**src/rtl/fr_pkg.sv**
```systemverilog
// Shared definitions for the fault recording unit: register addresses
// and status bit positions. Assumes a 2-bit register address.
package fr_pkg;
    typedef enum logic [1:0] {
        A_STATUS  = 2'd0,
        A_CTRL    = 2'd1,
        A_SLOTCLR = 2'd2,
        A_SPARE   = 2'd3
    } fr_addr_e;

    localparam int ST_OVF     = 0;
    localparam int ST_PEND    = 1;
    localparam int ST_ERR_LO  = 4;
    localparam int ST_IDX_LO  = 8;
    localparam int NUM_ERR    = 4;
endpackage

```
**src/rtl/fr_slot_alloc.sv**
```systemverilog
// Picks the lowest-numbered free slot. Purely combinational.
// Assumes NUM_SLOTS >= 2 and IDX_W = $clog2(NUM_SLOTS).
module fr_slot_alloc #(
    parameter int NUM_SLOTS = 4,
    localparam int IDX_W = $clog2(NUM_SLOTS)
) (
    input  logic [NUM_SLOTS-1:0] valid,
    output logic                 any_free,
    output logic [IDX_W-1:0]     free_idx
);
    // Priority scan from the top so the lowest free index wins
    always_comb begin
        any_free = 1'b0;
        free_idx = '0;
        for (int i = NUM_SLOTS - 1; i >= 0; i--) begin
            if (!valid[i]) begin
                any_free = 1'b1;
                free_idx = IDX_W'(i);
            end
        end
    end
endmodule

```
**src/rtl/fr_slot_bank.sv**
```systemverilog
// Holds the recording slots: one payload register and one valid bit
// per slot. A record writes the selected slot and sets its valid bit;
// a clear mask drops valid bits. Assumes the slot being written is free,
// so a set and a clear never target the same slot.
module fr_slot_bank #(
    parameter int NUM_SLOTS = 4,
    parameter int PAYLOAD_W = 32,
    localparam int IDX_W = $clog2(NUM_SLOTS)
) (
    input  logic                           clk,
    input  logic                           rst_n,
    input  logic                           rec,
    input  logic [IDX_W-1:0]               rec_idx,
    input  logic [PAYLOAD_W-1:0]           rec_data,
    input  logic [NUM_SLOTS-1:0]           clr_mask,
    output logic [NUM_SLOTS-1:0]           valid,
    output logic [NUM_SLOTS*PAYLOAD_W-1:0] data_flat
);
    for (genvar g = 0; g < NUM_SLOTS; g++) begin : g_slot
        logic                 hit;
        logic [PAYLOAD_W-1:0] data_q;
        assign hit = rec && (rec_idx == IDX_W'(g));

        // Valid bit: a record sets it, software clear drops it, set wins
        always_ff @(posedge clk) begin
            if (!rst_n)             valid[g] <= 1'b0;
            else if (hit)           valid[g] <= 1'b1;
            else if (clr_mask[g])   valid[g] <= 1'b0;
        end

        // Payload register: loaded only when this slot is recorded
        always_ff @(posedge clk) begin
            if (!rst_n)   data_q <= '0;
            else if (hit) data_q <= rec_data;
        end

        assign data_flat[g*PAYLOAD_W +: PAYLOAD_W] = data_q;
    end
endmodule

```
**src/rtl/fr_status.sv**
```systemverilog
// Status and control state: sticky overflow, sticky error flags,
// the first-pending index, the event mask and the event pulse.
// Hardware sets win over same-cycle write-one-to-clear.
module fr_status #(
    parameter int NUM_SLOTS = 4,
    localparam int IDX_W = $clog2(NUM_SLOTS),
    localparam int NERR = fr_pkg::NUM_ERR
) (
    input  logic             clk,
    input  logic             rst_n,
    input  logic             rec,
    input  logic [IDX_W-1:0] rec_idx,
    input  logic             none_valid,
    input  logic             ovf_set,
    input  logic [NERR-1:0]  err_set,
    input  logic             ovf_clr,
    input  logic [NERR-1:0]  err_clr,
    input  logic             mask_wr,
    input  logic             mask_val,
    output logic             ovf,
    output logic [NERR-1:0]  err,
    output logic [7:0]       first_idx,
    output logic             evt
);
    logic            mask_q;
    logic [NERR-1:0] err_rise;

    assign err_rise = err_set & ~err;

    // Overflow flag: set on a dropped fault, cleared by software
    always_ff @(posedge clk) begin
        if (!rst_n)       ovf <= 1'b0;
        else if (ovf_set) ovf <= 1'b1;
        else if (ovf_clr) ovf <= 1'b0;
    end

    // Error flags: per-bit set by strobe, else per-bit software clear
    always_ff @(posedge clk) begin
        if (!rst_n) err <= '0;
        else        err <= err_set | (err & ~err_clr);
    end

    // First-pending index: latched when a record finds the bank empty
    always_ff @(posedge clk) begin
        if (!rst_n)                 first_idx <= '0;
        else if (rec && none_valid) first_idx <= 8'(rec_idx);
    end

    // Event mask from the control register
    always_ff @(posedge clk) begin
        if (!rst_n)       mask_q <= 1'b0;
        else if (mask_wr) mask_q <= mask_val;
    end

    // Event pulse: one cycle after a record or an error rise, if unmasked
    always_ff @(posedge clk) begin
        if (!rst_n) evt <= 1'b0;
        else        evt <= (rec || (|err_rise)) && !mask_q;
    end
endmodule

```
**src/rtl/fault_rec_unit.sv**
```systemverilog
// Top of the fault recording unit. Routes fault strobes to the slot
// bank when the overflow flag is clear and a slot is free, decodes the
// register write port and assembles the status word.
module fault_rec_unit #(
    parameter int NUM_SLOTS = 4,
    parameter int PAYLOAD_W = 32,
    localparam int IDX_W = $clog2(NUM_SLOTS),
    localparam int NERR = fr_pkg::NUM_ERR
) (
    input  logic                           clk,
    input  logic                           rst_n,
    input  logic                           fault_vld,
    input  logic [PAYLOAD_W-1:0]           fault_payload,
    input  logic [NERR-1:0]                err_evt,
    input  logic                           wr_en,
    input  logic [1:0]                     wr_addr,
    input  logic [31:0]                    wr_data,
    output logic [31:0]                    status,
    output logic [NUM_SLOTS-1:0]           slot_valid,
    output logic [NUM_SLOTS*PAYLOAD_W-1:0] slot_data,
    output logic                           fault_evt
);
    import fr_pkg::*;

    logic             any_free;
    logic [IDX_W-1:0] free_idx;
    logic             rec, ovf_set, ovf;
    logic [NERR-1:0]  err;
    logic [7:0]       first_idx;
    logic             wr_st, wr_ctl, wr_clr;
    logic [NUM_SLOTS-1:0] clr_mask;
    logic             unused_wdata;

    assign wr_st  = wr_en && (wr_addr == A_STATUS);
    assign wr_ctl = wr_en && (wr_addr == A_CTRL);
    assign wr_clr = wr_en && (wr_addr == A_SLOTCLR);
    assign clr_mask = wr_clr ? wr_data[NUM_SLOTS-1:0] : '0;
    assign unused_wdata = ^wr_data;

    assign rec     = fault_vld && !ovf && any_free;
    assign ovf_set = fault_vld && !ovf && !any_free;

    fr_slot_alloc #(.NUM_SLOTS(NUM_SLOTS)) u_alloc (
        .valid    (slot_valid),
        .any_free (any_free),
        .free_idx (free_idx)
    );

    fr_slot_bank #(.NUM_SLOTS(NUM_SLOTS), .PAYLOAD_W(PAYLOAD_W)) u_bank (
        .clk       (clk),
        .rst_n     (rst_n),
        .rec       (rec),
        .rec_idx   (free_idx),
        .rec_data  (fault_payload),
        .clr_mask  (clr_mask),
        .valid     (slot_valid),
        .data_flat (slot_data)
    );

    fr_status #(.NUM_SLOTS(NUM_SLOTS)) u_stat (
        .clk        (clk),
        .rst_n      (rst_n),
        .rec        (rec),
        .rec_idx    (free_idx),
        .none_valid (slot_valid == '0),
        .ovf_set    (ovf_set),
        .err_set    (err_evt),
        .ovf_clr    (wr_st && wr_data[ST_OVF]),
        .err_clr    (wr_st ? wr_data[ST_ERR_LO +: NERR] : '0),
        .mask_wr    (wr_ctl),
        .mask_val   (wr_data[0]),
        .ovf        (ovf),
        .err        (err),
        .first_idx  (first_idx),
        .evt        (fault_evt)
    );

    // Status word assembly; unassigned bits read zero
    always_comb begin
        status                     = '0;
        status[ST_OVF]             = ovf;
        status[ST_PEND]            = |slot_valid;
        status[ST_ERR_LO +: NERR]  = err;
        status[ST_IDX_LO +: 8]     = first_idx;
    end
endmodule

```
**config.mk**
```make
export PLATFORM = sky130hd
export DESIGN_NAME = fault_rec_unit
export DESIGN_NICKNAME = d
export VERILOG_FILES = /design/src/rtl/fr_pkg.sv /design/src/rtl/fr_slot_alloc.sv /design/src/rtl/fr_slot_bank.sv /design/src/rtl/fr_status.sv /design/src/rtl/fault_rec_unit.sv
export SDC_FILE = /design/constraint.sdc
export NUM_CORES = 1
export LEC_CHECK = 0
export BUFFER_PORTS_ARGS = -buffer_cell sky130_fd_sc_hd__buf_2
export CAP_MARGIN = 25
export CORE_ASPECT_RATIO = 1.25
export CORE_MARGIN = 3
export CORE_UTILIZATION = 47
export CTS_CLUSTER_SIZE = 28
export DETAILED_ROUTE_END_ITERATION = 7
export PLACE_DENSITY = 0.79
export SLEW_MARGIN = 10
export SYNTH_ARGS = -nofsm -noshare
export SYNTH_HDL_FRONTEND = slang
export SYNTH_SLANG_ARGS = --single-unit
```
**constraint.sdc**
```tcl
create_clock -name clk -period 4.63 [get_ports clk]
set_input_delay 0.463 -clock clk [delete_from_list [all_inputs] [get_ports clk]]
set_output_delay 0.463 -clock clk [all_outputs]
set_load 0.03 [all_outputs]
```
==> summary.txt <==
Power
  • P_leak: 3.37 nW
  • VDD IR max: approximately 0.27 mV
  • Pwr per Cell Area: a little over 400 mW/mm²
  • Power, Total: ~2.9 mW

Status
  • Status: finished clean

Cells and area
  • Final-layout fill cell count: roughly 960
  • Leading cell type in the layout, fill and taps excluded: nand2_1
  • Commonest non-fill, non-tap cells in the layout: 193 x nand2_1, 189 x buf_2, 141 x dfxtp_1
  • Synth-to-Final Area Change: 27.2%
  • Layout cells sized above 1: 29.6%
  • Multi-input logic area: approximately 0.0024 mm²
  • Register Area: roughly 0.0028 mm²
  • # nets final: roughly 860
  • Antenna Cells: 0

Clocking
  • Clk sink count: 141
  • Clock-pin slew on the worst setup and hold paths: 60 ps
  • Worst skew pair latency: 410 ps
  • Post-CTS setup repair buffer count: 0
  • CTS Buf Count: 17
  • Cells resized by post-CTS repair: 0
  • H-tree levels: 4
  • Max Buffers Root-to-Sink: 2
  • CTS tree: yes
  • Clock Root Buffer: clkbuf_16
  • CTS hold repair buffers: 0

Routing
  • DR iter-0 viols: approximately 230
  • DR WL/cell: between 15 and 20 µm
  • DR vias/cell: around 5
  • DR vias: 4851
  • DRC: 0
  • Detail Route Antenna Nets: 0
  • DRT Pass-1 Iters: 4
  • Post-Route WL: between 10 and 15 mm

Worst setup path
  • Critical Path RT: 4960 ps
  • Critical Path Sink Type: register
  • CP arrival: between 2000 and 3000 ps
  • CP Max Fanout: 37
  • Kind of critical path: register to register
  • Worst Setup Start Kind: register

Synth
  • Xor and xnor fraction of the mapped netlist area: 0%
  • Synth Area in Simple Gates: 15.3%
  • Mapped Area: about 0.0056 mm²
  • Largest family of logic cells by synthesized area: simple AND/OR/NAND/NOR gates
  • Mux contribution to synthesized area: between 10% and 20%
  • Seq cells post-synth: 141
  • Syn Inst Count: ~600
  • Synth unique cells: 34
  • Synth Area per Inst: between 9 and 10 µm²
  • Dominant cell type by area after synthesis: dfxtp_1
  • Post-synthesis compound-gate area fraction: between 10% and 20%
  • Synth Area in Adders: 0%
  • Register area share after synthesis: between 50% and 60%
  • Post-synth top area share: between 50 and 60%
  • Top cells by area, synth: dfxtp_1 51%, nand2_1 13%, mux2i_1 12%, a21boi_0 8.5%, buf_4 3.8%
  • Syn. warnings: 0

Floorplan
  • Starting Density: between 40% and 50%
  • Core area: around 0.011 mm²
  • Chip Height: between 100 and 150 µm
  • Num ports: ~240
  • Die Span X: just over 100 µm
  • Row cnt: 43
  • Die area: roughly 0.013 mm²

Run
  • Max Cap Viol: 0

Timing
  • Slew @ Worst Pin: roughly 1000 ps
  • Final Max Tran Viols: 0
  • Max-slew headroom: between 30% and 40%
  • RSZ-0062 raised after global routing: no
  • Layout Skew: between 8 and 9 ps
  • Period utilization: a little over half
  • Final hold vios: 0
  • Setup TNS: 0 ps
  • Final Critical Period: between 2000 and 2500 ps
  • Setup-failing EPs final: 0
  • Fmax: between 0.4 and 0.5 GHz

Global routing
  • Vias in the first global route: about 4700
  • First-pass GRT wire length: ~23 mm
  • Initial antenna violation count: 1
  • Total gr overflow: 0
  • Pin count of the biggest net entering global routing: approximately 90
  • GRT Resource Usage Total: a little under a quarter

Worst hold path
  • Min-delay worst type: input port to register

Placement
  • Placer Congestion: about 0.84
  • IO buf count: 190
  • HPWL after detailed placement: about 10 mm
-- through the flow --
step	hold WS (ps)	instance area (µm²)	utilization, %	instances	worst slack, ps
5_1_grt	232	7080	62.3	952	1990
6_report	233	7080	62.3	952	2150
4_1_cts	221	7080	62.3	952	2110
2_1_floorplan	473	5650	-	635	2850
3_3_place_gp	418	6460	56.9	918	2100
3_5_place_dp	417	6510	57.3	920	2000
-- sequential cells by signal, indices dropped and copies added, names as in the netlist --
signal	flops
u_stat.mask_q	1
u_stat.first_idx	2
u_bank.valid	4
u_stat.err	4
u_bank.g_slot.data_q	128
u_stat.ovf	1
u_stat.evt	1
-- final timing paths --
path,endpoint,cells after the start,start,slack [ps]
setup / recovery,u_bank.g_slot[2].data_q[3],4,u_stat.ovf,2150
hold / removal,u_stat.err[0],2,wr_data[4],230
setup reg to reg,u_bank.g_slot[2].data_q[3],4,u_stat.ovf,2150
hold reg to reg,u_stat.first_idx[0],2,u_stat.first_idx[0],430
-- cell families (layout without fill, tap and decap cells) --
group / Yosys count / in the layout
other: 1 / 24
AO/OA/AOI/OAI: 119 / 119
multiplexers: 65 / 65
flip-flops: 141 / 141
AND/OR/NAND/NOR: 208 / 208
buffers and inverters: 78 / 238
-- power breakdown --
part / leakage [nW] / switching [mW] / internal [mW]
registers: 1.14 / 0.0192 / 1.25
logic: 1.95 / 0.223 / 0.0866
clock network: 0.276 / 0.510 / 0.791
-- layer usage --
| metal | vias to the layer above | track usage, % | part of all wire (%) |
|---|---|---|---|
| met1 | 2285 | 25.0 | 38 |
| met4 | 2 | 12.4 | 4.4 |
| met2 | 201 | 38.4 | 51 |
| met3 | 44 | 6.31 | 7.0 |
| li1 | 2319 | - | - |
| met5 | - | 0 | 0.10 |
-- synthesized netlist by cell type --
| library cell | number |
|---|---|
| clkbuf_1 | 27 |
| nor3b_2 | 1 |
| nand2_1 | 193 |
| o21ai_1 | 1 |
| and3b_1 | 1 |
| nor3b_1 | 1 |
| inv_1 | 8 |
| buf_6 | 5 |
| mux2i_1 | 65 |
| buf_4 | 28 |
| buf_1 | 2 |
| nor3_1 | 1 |
| a31oi_1 | 5 |
| nand3b_1 | 1 |
| nand2b_4 | 1 |
| dfxtp_1 | 141 |
| or4_1 | 1 |
| nor2_1 | 2 |
| o311a_1 | 1 |
| nand4bb_1 | 1 |
| a21o_1 | 1 |
| a21boi_1 | 5 |
| buf_2 | 8 |
| nor4bb_1 | 1 |
| a41oi_1 | 1 |
| nand3_1 | 1 |
| o22ai_1 | 2 |
| a21boi_0 | 63 |
| o21ai_0 | 37 |
| nor3_4 | 1 |
| or3_1 | 1 |
| o21a_1 | 3 |
| conb_1 | 1 |
| nor2b_1 | 1 |
-- area by class of cell --
cell class,instances,area share (%)
clock buffer,18,6.06
tap,157,2.78
inverter,8,0.424
multi-input combinational,416,34.1
clock inverter,14,2.02
timing repair buffer,198,14.8
sequential,141,39.9
-- critical path: stages (launching register included) --
cell and delay, ps:
dfxtp_1 390, nand2b_4 380, nor3_4 870, buf_4 490, mux2i_1 240
(Power assumes the default switching activity.)
